$ cat config.mk
export PLATFORM = sky130hd
export DESIGN_NAME = uart_rx_recover
export DESIGN_NICKNAME = d
export VERILOG_FILES = /design/src/rtl/uart_rx_pkg.sv /design/src/rtl/rx_line_sync.sv /design/src/rtl/rx_slot_timer.sv /design/src/rtl/rx_vote_unit.sv /design/src/rtl/uart_rx_recover.sv
export SDC_FILE = /design/constraint.sdc
export NUM_CORES = 1
export LEC_CHECK = 0
export BUFFER_PORTS_ARGS = -buffer_cell sky130_fd_sc_hd__buf_4
export CORE_ASPECT_RATIO = 1.25
export CORE_MARGIN = 10
export CORE_UTILIZATION = 55
export DETAILED_ROUTE_END_ITERATION = 8
export PLACE_DENSITY = 0.73
export SETUP_SLACK_MARGIN = 0.02
export SYNTH_ARGS = -nofsm -noshare
export SYNTH_HDL_FRONTEND = slang
export SYNTH_SLANG_ARGS = --single-unit
$ cat constraint.sdc
create_clock -name clk -period 2.9 [get_ports clk]
set_input_delay 0.145 -clock clk [delete_from_list [all_inputs] [get_ports clk]]
set_output_delay 0.145 -clock clk [all_outputs]
set_load 0.01 [all_outputs]
$ cat src/rtl/uart_rx_pkg.sv
package uart_rx_pkg;

  typedef enum logic [1:0] {
    ST_HUNT  = 2'd0,
    ST_START = 2'd1,
    ST_DATA  = 2'd2,
    ST_STOP  = 2'd3
  } rx_state_e;

  // two-of-three majority
  function automatic logic maj3(input logic [2:0] s);
    return (s[0] & s[1]) | (s[0] & s[2]) | (s[1] & s[2]);
  endfunction

  // samples not unanimous
  function automatic logic split3(input logic [2:0] s);
    return (s != 3'b000) && (s != 3'b111);
  endfunction

  // start check passes with at most one high sample
  function automatic logic start_pass(input logic [2:0] s);
    return !maj3(s);
  endfunction

  // start check passes but exactly one sample disagreed
  function automatic logic start_noisy(input logic [2:0] s);
    return (s != 3'b000) && !maj3(s);
  endfunction

  // slot value for the voting tick so that the edge tick counts as slot 1
  function automatic int unsigned realign(input int unsigned vote_slot,
                                          input int unsigned edge_slot);
    return vote_slot - edge_slot + 1;
  endfunction

endpackage

$ cat src/rtl/rx_line_sync.sv
module rx_line_sync #(
  parameter int STAGES = 2
) (
  input  logic clk,
  input  logic rst_n,
  input  logic d_i,
  output logic q_o
);
  logic [STAGES-1:0] pipe_q;

  always_ff @(posedge clk) begin
    if (!rst_n) pipe_q <= '1;
    else        pipe_q <= {pipe_q[STAGES-2:0], d_i};
  end

  assign q_o = pipe_q[STAGES-1];
endmodule

$ cat src/rtl/rx_slot_timer.sv
module rx_slot_timer #(
  parameter int OVS = 16,
  parameter int SW  = $clog2(OVS + 1)
) (
  input  logic          clk,
  input  logic          rst_n,
  input  logic          tick_i,
  input  logic          start_i,
  input  logic          run_i,
  input  logic          reload_i,
  input  logic [SW-1:0] reload_val_i,
  output logic [SW-1:0] cur_o,
  output logic [SW-1:0] slot_o
);
  logic [SW-1:0] slot_q;

  always_comb begin
    if (start_i)                 cur_o = SW'(1);
    else if (slot_q >= SW'(OVS)) cur_o = SW'(1);
    else                         cur_o = slot_q + SW'(1);
  end

  always_ff @(posedge clk) begin
    if (!rst_n) slot_q <= '0;
    else if (tick_i) begin
      if (start_i)    slot_q <= SW'(1);
      else if (run_i) slot_q <= reload_i ? reload_val_i : cur_o;
      else            slot_q <= '0;
    end
  end

  assign slot_o = slot_q;

  AST_SLOT_RANGE: assert property (@(posedge clk) disable iff (!rst_n)
    slot_q <= SW'(OVS));
  AST_START_SLOT_ONE: assert property (@(posedge clk) disable iff (!rst_n)
    tick_i && start_i |=> slot_q == SW'(1));
endmodule

$ cat src/rtl/rx_vote_unit.sv
module rx_vote_unit #(
  parameter int OVS      = 16,
  parameter int SW       = $clog2(OVS + 1),
  parameter int START_A  = 3,
  parameter int START_B  = 5,
  parameter int START_C  = 7,
  parameter int VOTE_MID = 9
) (
  input  logic          clk,
  input  logic          rst_n,
  input  logic          tick_i,
  input  logic [SW-1:0] cur_i,
  input  logic          line_i,
  input  logic          active_i,
  input  logic          start_mode_i,
  output logic          start_eval_o,
  output logic [2:0]    start_pat_o,
  output logic          vote_o,
  output logic [2:0]    vote_pat_o,
  output logic          voted_o
);
  logic          smp_a_q, smp_b_q, voted_q;
  logic [SW-1:0] slot_a, slot_b, slot_c;

  always_comb begin
    slot_a = start_mode_i ? SW'(START_A) : SW'(VOTE_MID - 1);
    slot_b = start_mode_i ? SW'(START_B) : SW'(VOTE_MID);
    slot_c = start_mode_i ? SW'(START_C) : SW'(VOTE_MID + 1);
  end

  assign start_eval_o = tick_i && active_i && start_mode_i && (cur_i == slot_c);
  assign vote_o       = tick_i && active_i && !start_mode_i && !voted_q && (cur_i == slot_c);
  assign start_pat_o  = {smp_a_q, smp_b_q, line_i};
  assign vote_pat_o   = {smp_a_q, smp_b_q, line_i};
  assign voted_o      = voted_q;

  always_ff @(posedge clk) begin
    if (!rst_n) begin
      smp_a_q <= 1'b0;
      smp_b_q <= 1'b0;
      voted_q <= 1'b0;
    end else if (!active_i) begin
      voted_q <= 1'b0;
    end else if (tick_i) begin
      if (!voted_q && cur_i == slot_a) smp_a_q <= line_i;
      if (!voted_q && cur_i == slot_b) smp_b_q <= line_i;
      if (vote_o)                      voted_q <= 1'b1;
      else if (cur_i == SW'(OVS))      voted_q <= 1'b0;
    end
  end

  AST_VOTE_MARKED: assert property (@(posedge clk) disable iff (!rst_n)
    vote_o |=> voted_q);
endmodule

$ cat src/rtl/uart_rx_recover.sv
module uart_rx_recover
  import uart_rx_pkg::*;
#(
  parameter int OVS         = 16,
  parameter int DATA_BITS   = 8,
  parameter int SYNC_STAGES = 2,
  parameter int HIST_LEN    = 3,
  parameter int START_A     = 3,
  parameter int START_B     = 5,
  parameter int START_C     = 7,
  parameter int VOTE_MID    = 9,
  parameter int EDGE_LAST   = 7
) (
  input  logic                 clk,
  input  logic                 rst_n,
  input  logic                 sample_tick_i,
  input  logic                 serial_i,
  input  logic                 read_ack_i,
  output logic [DATA_BITS-1:0] rx_byte_o,
  output logic                 byte_ready_o,
  output logic                 noise_o,
  output logic                 frame_err_o
);
  localparam int SW = $clog2(OVS + 1);
  localparam int IW = (DATA_BITS > 1) ? $clog2(DATA_BITS) : 1;
  localparam logic [HIST_LEN-1:0] HIST_IDLE = '1;

  rx_state_e            state_q;
  logic [HIST_LEN-1:0]  hist_q;
  logic [IW-1:0]        bit_idx_q;
  logic [DATA_BITS-1:0] shreg_q;
  logic                 prev_bit_q, noise_acc_q, edge_seen_q;
  logic [SW-1:0]        edge_slot_q;

  logic                 line;
  logic [SW-1:0]        cur_slot, slot_now, reload_val;
  logic                 start_eval, vote, voted;
  logic [2:0]           start_pat, vote_pat;
  logic                 vote_maj, vote_split;
  logic                 start_det, edge_cap, resync, byte_done, bit_end;

  rx_line_sync #(.STAGES(SYNC_STAGES)) i_sync (
    .clk(clk), .rst_n(rst_n), .d_i(serial_i), .q_o(line)
  );

  rx_slot_timer #(.OVS(OVS), .SW(SW)) i_timer (
    .clk(clk), .rst_n(rst_n), .tick_i(sample_tick_i),
    .start_i(start_det), .run_i(state_q != ST_HUNT),
    .reload_i(resync), .reload_val_i(reload_val),
    .cur_o(cur_slot), .slot_o(slot_now)
  );

  rx_vote_unit #(.OVS(OVS), .SW(SW), .START_A(START_A), .START_B(START_B),
                 .START_C(START_C), .VOTE_MID(VOTE_MID)) i_vote (
    .clk(clk), .rst_n(rst_n), .tick_i(sample_tick_i), .cur_i(cur_slot),
    .line_i(line), .active_i(state_q != ST_HUNT),
    .start_mode_i(state_q == ST_START),
    .start_eval_o(start_eval), .start_pat_o(start_pat),
    .vote_o(vote), .vote_pat_o(vote_pat), .voted_o(voted)
  );

  // named internal events
  assign vote_maj   = maj3(vote_pat);
  assign vote_split = split3(vote_pat);
  assign start_det  = sample_tick_i && (state_q == ST_HUNT) && !line && (hist_q == HIST_IDLE);
  assign edge_cap   = sample_tick_i && (state_q == ST_DATA) && !voted && !edge_seen_q &&
                      prev_bit_q && !line && (cur_slot <= SW'(EDGE_LAST));
  assign resync     = vote && (state_q == ST_DATA) && prev_bit_q && !vote_maj && edge_seen_q;
  assign reload_val = SW'(realign(VOTE_MID + 1, 32'(edge_slot_q)));
  assign byte_done  = vote && (state_q == ST_STOP);
  assign bit_end    = sample_tick_i && (cur_slot == SW'(OVS));

  always_ff @(posedge clk) begin
    if (!rst_n) begin
      state_q      <= ST_HUNT;
      hist_q       <= '0;
      bit_idx_q    <= '0;
      shreg_q      <= '0;
      prev_bit_q   <= 1'b0;
      noise_acc_q  <= 1'b0;
      edge_seen_q  <= 1'b0;
      edge_slot_q  <= '0;
      rx_byte_o    <= '0;
      byte_ready_o <= 1'b0;
      noise_o      <= 1'b0;
      frame_err_o  <= 1'b0;
    end else begin
      if (byte_done)       byte_ready_o <= 1'b1;
      else if (read_ack_i) byte_ready_o <= 1'b0;

      unique case (state_q)
        ST_HUNT: begin
          if (sample_tick_i) hist_q <= {hist_q[HIST_LEN-2:0], line};
          if (start_det) begin
            state_q     <= ST_START;
            noise_acc_q <= 1'b0;
          end
        end
        ST_START: begin
          if (start_eval) begin
            if (!start_pass(start_pat)) begin
              state_q <= ST_HUNT;
              hist_q  <= '0;
            end else begin
              noise_acc_q <= start_noisy(start_pat);
            end
          end else if (bit_end) begin
            state_q     <= ST_DATA;
            bit_idx_q   <= '0;
            prev_bit_q  <= 1'b0;
            edge_seen_q <= 1'b0;
          end
        end
        ST_DATA: begin
          if (edge_cap) begin
            edge_seen_q <= 1'b1;
            edge_slot_q <= cur_slot;
          end
          if (vote) begin
            shreg_q     <= {vote_maj, shreg_q[DATA_BITS-1:1]};
            noise_acc_q <= noise_acc_q | vote_split;
            prev_bit_q  <= vote_maj;
          end
          if (bit_end) begin
            edge_seen_q <= 1'b0;
            if (bit_idx_q == IW'(DATA_BITS - 1)) state_q <= ST_STOP;
            else bit_idx_q <= bit_idx_q + IW'(1);
          end
        end
        ST_STOP: begin
          if (vote) begin
            state_q     <= ST_HUNT;
            hist_q      <= '0;
            rx_byte_o   <= shreg_q;
            frame_err_o <= !vote_maj;
            noise_o     <= noise_acc_q | vote_split;
          end
        end
        default: state_q <= ST_HUNT;
      endcase
    end
  end

  AST_REJECT_TO_HUNT: assert property (@(posedge clk) disable iff (!rst_n)
    start_eval && maj3(start_pat) |=> state_q == ST_HUNT);
  AST_READY_SET: assert property (@(posedge clk) disable iff (!rst_n)
    byte_done |=> byte_ready_o);
  AST_READY_CLEAR: assert property (@(posedge clk) disable iff (!rst_n)
    read_ack_i && !byte_done |=> !byte_ready_o);
  AST_FERR_FROM_STOP: assert property (@(posedge clk) disable iff (!rst_n)
    byte_done |=> frame_err_o == !$past(vote_maj));
  AST_RESYNC_RELOAD: assert property (@(posedge clk) disable iff (!rst_n)
    resync |=> slot_now == $past(reload_val));
  AST_HUNT_AFTER_STOP: assert property (@(posedge clk) disable iff (!rst_n)
    byte_done |=> state_q == ST_HUNT && hist_q == '0);
endmodule

# Word level (Yosys, flattened, before mapping)
# Cells that the tools add are included.
# classes
bitwise	6
n_mux	42
add_sub_neg	4
eq_ne	25
n_reduce_logical	51
n_lt_le_gt_ge	2
# ops
op	count
logical AND 1 bit	25
2-to-1 mux 5 bit	5
2-to-1 mux 3 bit	8
inequality test 2 bit, second input constant	10
equality test 5 bit	3
AND reduction 5 bit	3
2-to-1 mux 2 bit	7
2-to-1 mux 1 bit	13
2-to-1 mux 4 bit	3
inequality test 3 bit, second input constant	4
AND reduction 2 bit	5
case mux 3 bit (3 select lines)	1
nonzero test 3 bit	3
case mux 2 bit (4 select lines)	1
AND reduction 4 bit	2
nonzero test 2 bit	4
equality test 3 bit, second input constant	2
case mux 3 bit (2 select lines)	1
AND reduction 3 bit	2
AND reduction 6 bit	1
adder 5 x 1 -> 5 bit, second input constant	1
adder 5 x 2 -> 5 bit, second input constant	1
equality test 5 bit, second input constant	1
>= comparator 5 bit, second input constant	1
other kinds (12)	23
# word_totals
regBits	45
elab_cells	147
in_bits	5
out_inout_bits	11

# Depth between registers and ports, before layout
# depth
ltp_word	14
depth_mapped	11
ltp_nobuf	8

# Modules after synthesis
# A second synthesis with hierarchy kept.
# hier_totals
hier_cells	286
hier_area_um2	2464.9
# by_module_without_submodules
mod	instances	cells_per_inst	seq_area_each_um2	area_each_um2
uart_rx_recover	1	200	700.7	1757.9
rx_slot_timer	1	48	100.1	369.1
rx_vote_unit	1	34	60.1	285.3
rx_line_sync	1	4	40.0	52.6

# Worst setup path before layout
# Ideal clock, no wire load.
# synth_timing
path_type	register to register
from	register state_q[0]
to	register noise_o
required_time_ps	2778
setup_time_ps	122
path_stages_with_launch	11
synth_period_minus_slack_ps	2678
arrival_ps	2557
n_path_buf	3
slack_ps	222
path_cell_list	dfxtp_1 -> inv_1 -> ha_1 -> buf_2 -> or4b_4 -> a2111oi_4 -> o31ai_1 -> or2_0 -> clkbuf_2 -> buf_6 -> o311a_1
# synth_between
elab_chain_cells	8
elab_cells_between_ends	16
classes_between	3 x eq/ne; 2 x mux; 11 x reduce/logical
# synth_rtl
element	line	rtl
start, declared	uart_rx_recover.sv:28	rx_state_e state_q;
start signal, assigned	uart_rx_recover.sv:75	state_q <= ST_HUNT;
start signal, assigned	uart_rx_recover.sv:95	state_q <= ST_START;
start signal, assigned	uart_rx_recover.sv:102	state_q <= ST_HUNT;
logical NOT 2 bit	uart_rx_recover.sv:65	assign start_det = sample_tick_i && (state_q == ST_HUNT) && !line && (hist_q == HIST_IDLE);
logical AND 1 bit (3 in a row)	uart_rx_recover.sv:65	
2-to-1 mux 5 bit	rx_slot_timer.sv:18	if (start_i) cur_o = SW'(1);
equality test 5 bit	rx_vote_unit.sv:32	assign vote_o = tick_i && active_i && !start_mode_i && !voted_q && (cur_i == slot_c);
logical AND 1 bit	rx_vote_unit.sv:32	
AND reduction 2 bit (no line) (*)	n/a	
end signal, assigned	uart_rx_recover.sv:136	noise_o <= noise_acc_q | vote_split;
end, declared	uart_rx_recover.sv:21	output logic noise_o,
# Every way passes the cells marked *; elsewhere a longest branch is shown, timed or not.
# A chain may end at the register's enable or synchronous reset.

# Worst setup path in the final report
# Same ends and word-level chain as after synthesis.

==> summary.txt <==
Run status
  • Outcome: completed

Logic synthesis
  • Asr flop ratio synth: 0
  • FF+latch count, synth: 45
  • Post-Synth Simple-Gate Area: 0.257
  • Synth Area in Compound Gates: 0.190
  • Seq/Total Area, Yosys: 0.359
  • Cell with the most instances after synthesis: dfxtp_1
  • Cells after Synth: 287
  • XOR/XNOR share of the synthesized area: 0.0105
  • Synth area leader: dfxtp_1
  • Largest cells by area after synthesis: dfxtp_1 36%, mux2i_1 7.6%, ha_1 5.0%, nor2b_1 4.2%, nand2_1 3.7%
  • Syn_nets: 302
  • Mux cell area share after synthesis: 0.0758
  • Ys Warns: 0
  • Adder-cell share of the synthesized area: 0.0539
  • Syn avg cell area: 8.74 um^2
  • Main combinational cell family by area after synthesis: simple AND/OR/NAND/NOR gates
  • Mapped cell area: 0.00251 mm^2
  • Synth unique cells: 61
  • Number of flops mapped to enable cells by yosys: 0
  • Synth top cells by count: 45 x dfxtp_1, 25 x nand2_1, 19 x mux2i_1
  • Area share of the largest cell type after synthesis: 0.359
  • Dominant synthesized flop cell: dfxtp_1

Critical path
  • R2R Path Start: state_q[0]
  • Crit path launch: state_q[0]
  • Crit Path Max Fanout: 11
  • Crit path required time: 3.15 ns
  • Crit path DAT: 2.96 ns
  • R2r setup slk: 0.18 ns
  • Critical path type: flop to flop
  • Startpoint types: flop
  • Critical path endpoint category: flop

Finish
  • Final cell count without fillers: 362
  • Nets: 318
  • Diode count: 0
  • Fill count: 398
  • Fraction of layout cells with a size suffix above 1: 0.141
  • Area Growth Syn to Fin: 12.3%

STA
  • Clock Skews: 0.00733 ns
  • Slew at the pin with the worst max-slew slack: 0.788 ns
  • Slew margin rel.: 0.469
  • Final setup viols: 0
  • Min Tclk post-route: 2.72 ns
  • Final Slew Violations: 0
  • Tcrit/Tclk final: 0.937
  • Hold Vio Cnt, Final: 0
  • RSZ-0062 raised after global routing: false
  • Peak Freq: 368 MHz
  • Setup TNS: 0 ns

Power and ir drop
  • Power per cell area: 408 mW/mm^2
  • P_leak: 1.18 nW
  • Worst ir drop on vdd: 0.415 mV

Drt
  • Number of routed nets with antenna violations: 0
  • Iter 0 DRT Violations: 107
  • Total wire length: 5630 um
  • Via density per instance: 5.87
  • Total number of vias: 2,124
  • Drt drc: 0
  • Pre-antenna DRT Iters: 4
  • WL per Instance: 15.6 um

Place
  • RePlAce Congestion: 0.921
  • Cell count after placement: 354
  • HPWL after DPL: 4100 um
  • Port bufs: 15

Worst hold path
  • Hold path start: serial_i
  • Worst Hold Class: input pin to flop

Job
  • Maxcap violations: 0

Global route
  • Vias in the first global route: 2,110
  • First-pass GRT wire length: 9740 um
  • Largest net degree at the start of global routing: 45
  • Initial antenna violation count: 0
  • GR Util All Layers: 0.157
  • Global route overflow: 0

Clock network
  • CTS tree: yes
  • CTS buffer count: 5
  • CTS Sinks: 45
  • Worst-path clk slew: 0.09 ns
  • Clk_lat worst skew: 0.30 ns
  • H-tree depth: 2
  • CTS Root Cell: clkbuf_8
  • Clock Tree Buf Depth: 2

Floorplan
  • Die Area: 0.00768 mm^2
  • Boundary Pins: 16
  • Initial Util: 0.567
  • Die W: 80.4 um
  • Core area: 0.00443 mm^2
  • Row cnt: 27
  • Die Y-Extent: 95.5 um
cells in the final DEF, fill, tap and decap left out, types with 4 or more instances in the layout:
cell type,n
clkbuf_8,5
mux2i_1,19
o211ai_1,6
dfxtp_1,45
nor3_1,7
nand2_1,25
nand2b_1,10
a21boi_0,7
o21ai_0,10
ha_1,10
nand4_1,7
nor2b_1,17
buf_4,25
nand3_1,5
a21oi_1,7
nor2_1,16
and2_1,4
inv_1,15
and3_1,4
what timing repair did:
item / in CTS / in global routing
gates resized for setup: 0 / 1
buffers inserted: 0 / 0
endpoints found under the setup margin: 0 / 1
hold buffers: 0 / 0
sequential cells by signal, indices dropped and copies added (netlist names), 2 cells and up, named ones only:
name and cells:
bit_idx_q 3, edge_slot_q 5, hist_q 3, i_sync.pipe_q 2
i_timer.slot_o 5, rx_byte_o 8, shreg_q 8
stage by stage:
| stage | power [mW] | cell area, um^2 | setup WS, ns | util | hold WS (ns) |
|---|---|---|---|---|---|
| finish | 1.15 | 2820 | 0.184 | 0.637 | 0.0197 |
| global route | 1.19 | 2820 | 0.0382 | 0.637 | 0.0244 |
| CTS | 1.16 | 2810 | 0.199 | 0.635 | 0.0149 |
| detailed placement | 0.682 | 2700 | 0.233 | 0.609 | 0.335 |
| global placement | 0.682 | 2700 | 0.263 | 0.609 | 0.335 |
| floorplan | 0.667 | 2510 | 0.222 | - | 0.239 |
per-layer routing:
metal,vias to the layer above,global-route usage,part of all wire,wire length (um)
met2,46,0.268,0.50,2800
met5,-,0,0,0
li1,1063,-,-,-
met4,0,0.0779,0.025,141
met3,10,0.0395,0.045,251
met1,1005,0.177,0.43,2440
path summary, 6_finish.rpt:
path / end / depth (start not counted)
max: noise_o / 9
min: i_sync.pipe_q[0] / 2
max reg2reg: noise_o / 9
min reg2reg: i_sync.pipe_q[1] / 1
kinds of logic after synthesis:
| logic type | after synthesis |
|---|---|
| mux | 19 |
| simple gates | 115 |
| buf+inv | 31 |
| compound gates | 63 |
| xor+xnor | 3 |
| fa+ha+maj | 11 |
| flops | 45 |
power by group:
part / switching (mW) / internal, mW / total (mW)
registers: 0.00310 / 0.621 / 0.625
logic: 0.0264 / 0.0177 / 0.0441
clock network: 0.224 / 0.258 / 0.482
worst max-delay path, cell delays in order (launching register included):
cell and delay (ns):
dfxtp_1 0.42, inv_1 0.13, ha_1 0.23, or4b_4 0.52, a2111oi_4 0.35, o31ai_1 0.21, or2_0 0.27, buf_4 0.21
or2b_1 0.16, o311a_1 0.15
final cells by class:
cell class / count / area, um^2 / area share
flip-flops and latches: 45 / 901 / 0.320
inverters: 15 / 56.3 / 0.0200
well taps: 58 / 72.6 / 0.0258
multi-input cells: 211 / 1490 / 0.528
clock inverters: 3 / 43.8 / 0.0155
repair buffers: 25 / 188 / 0.0666
clock buffers: 5 / 68.8 / 0.0244
(Power assumes the default switching activity.)
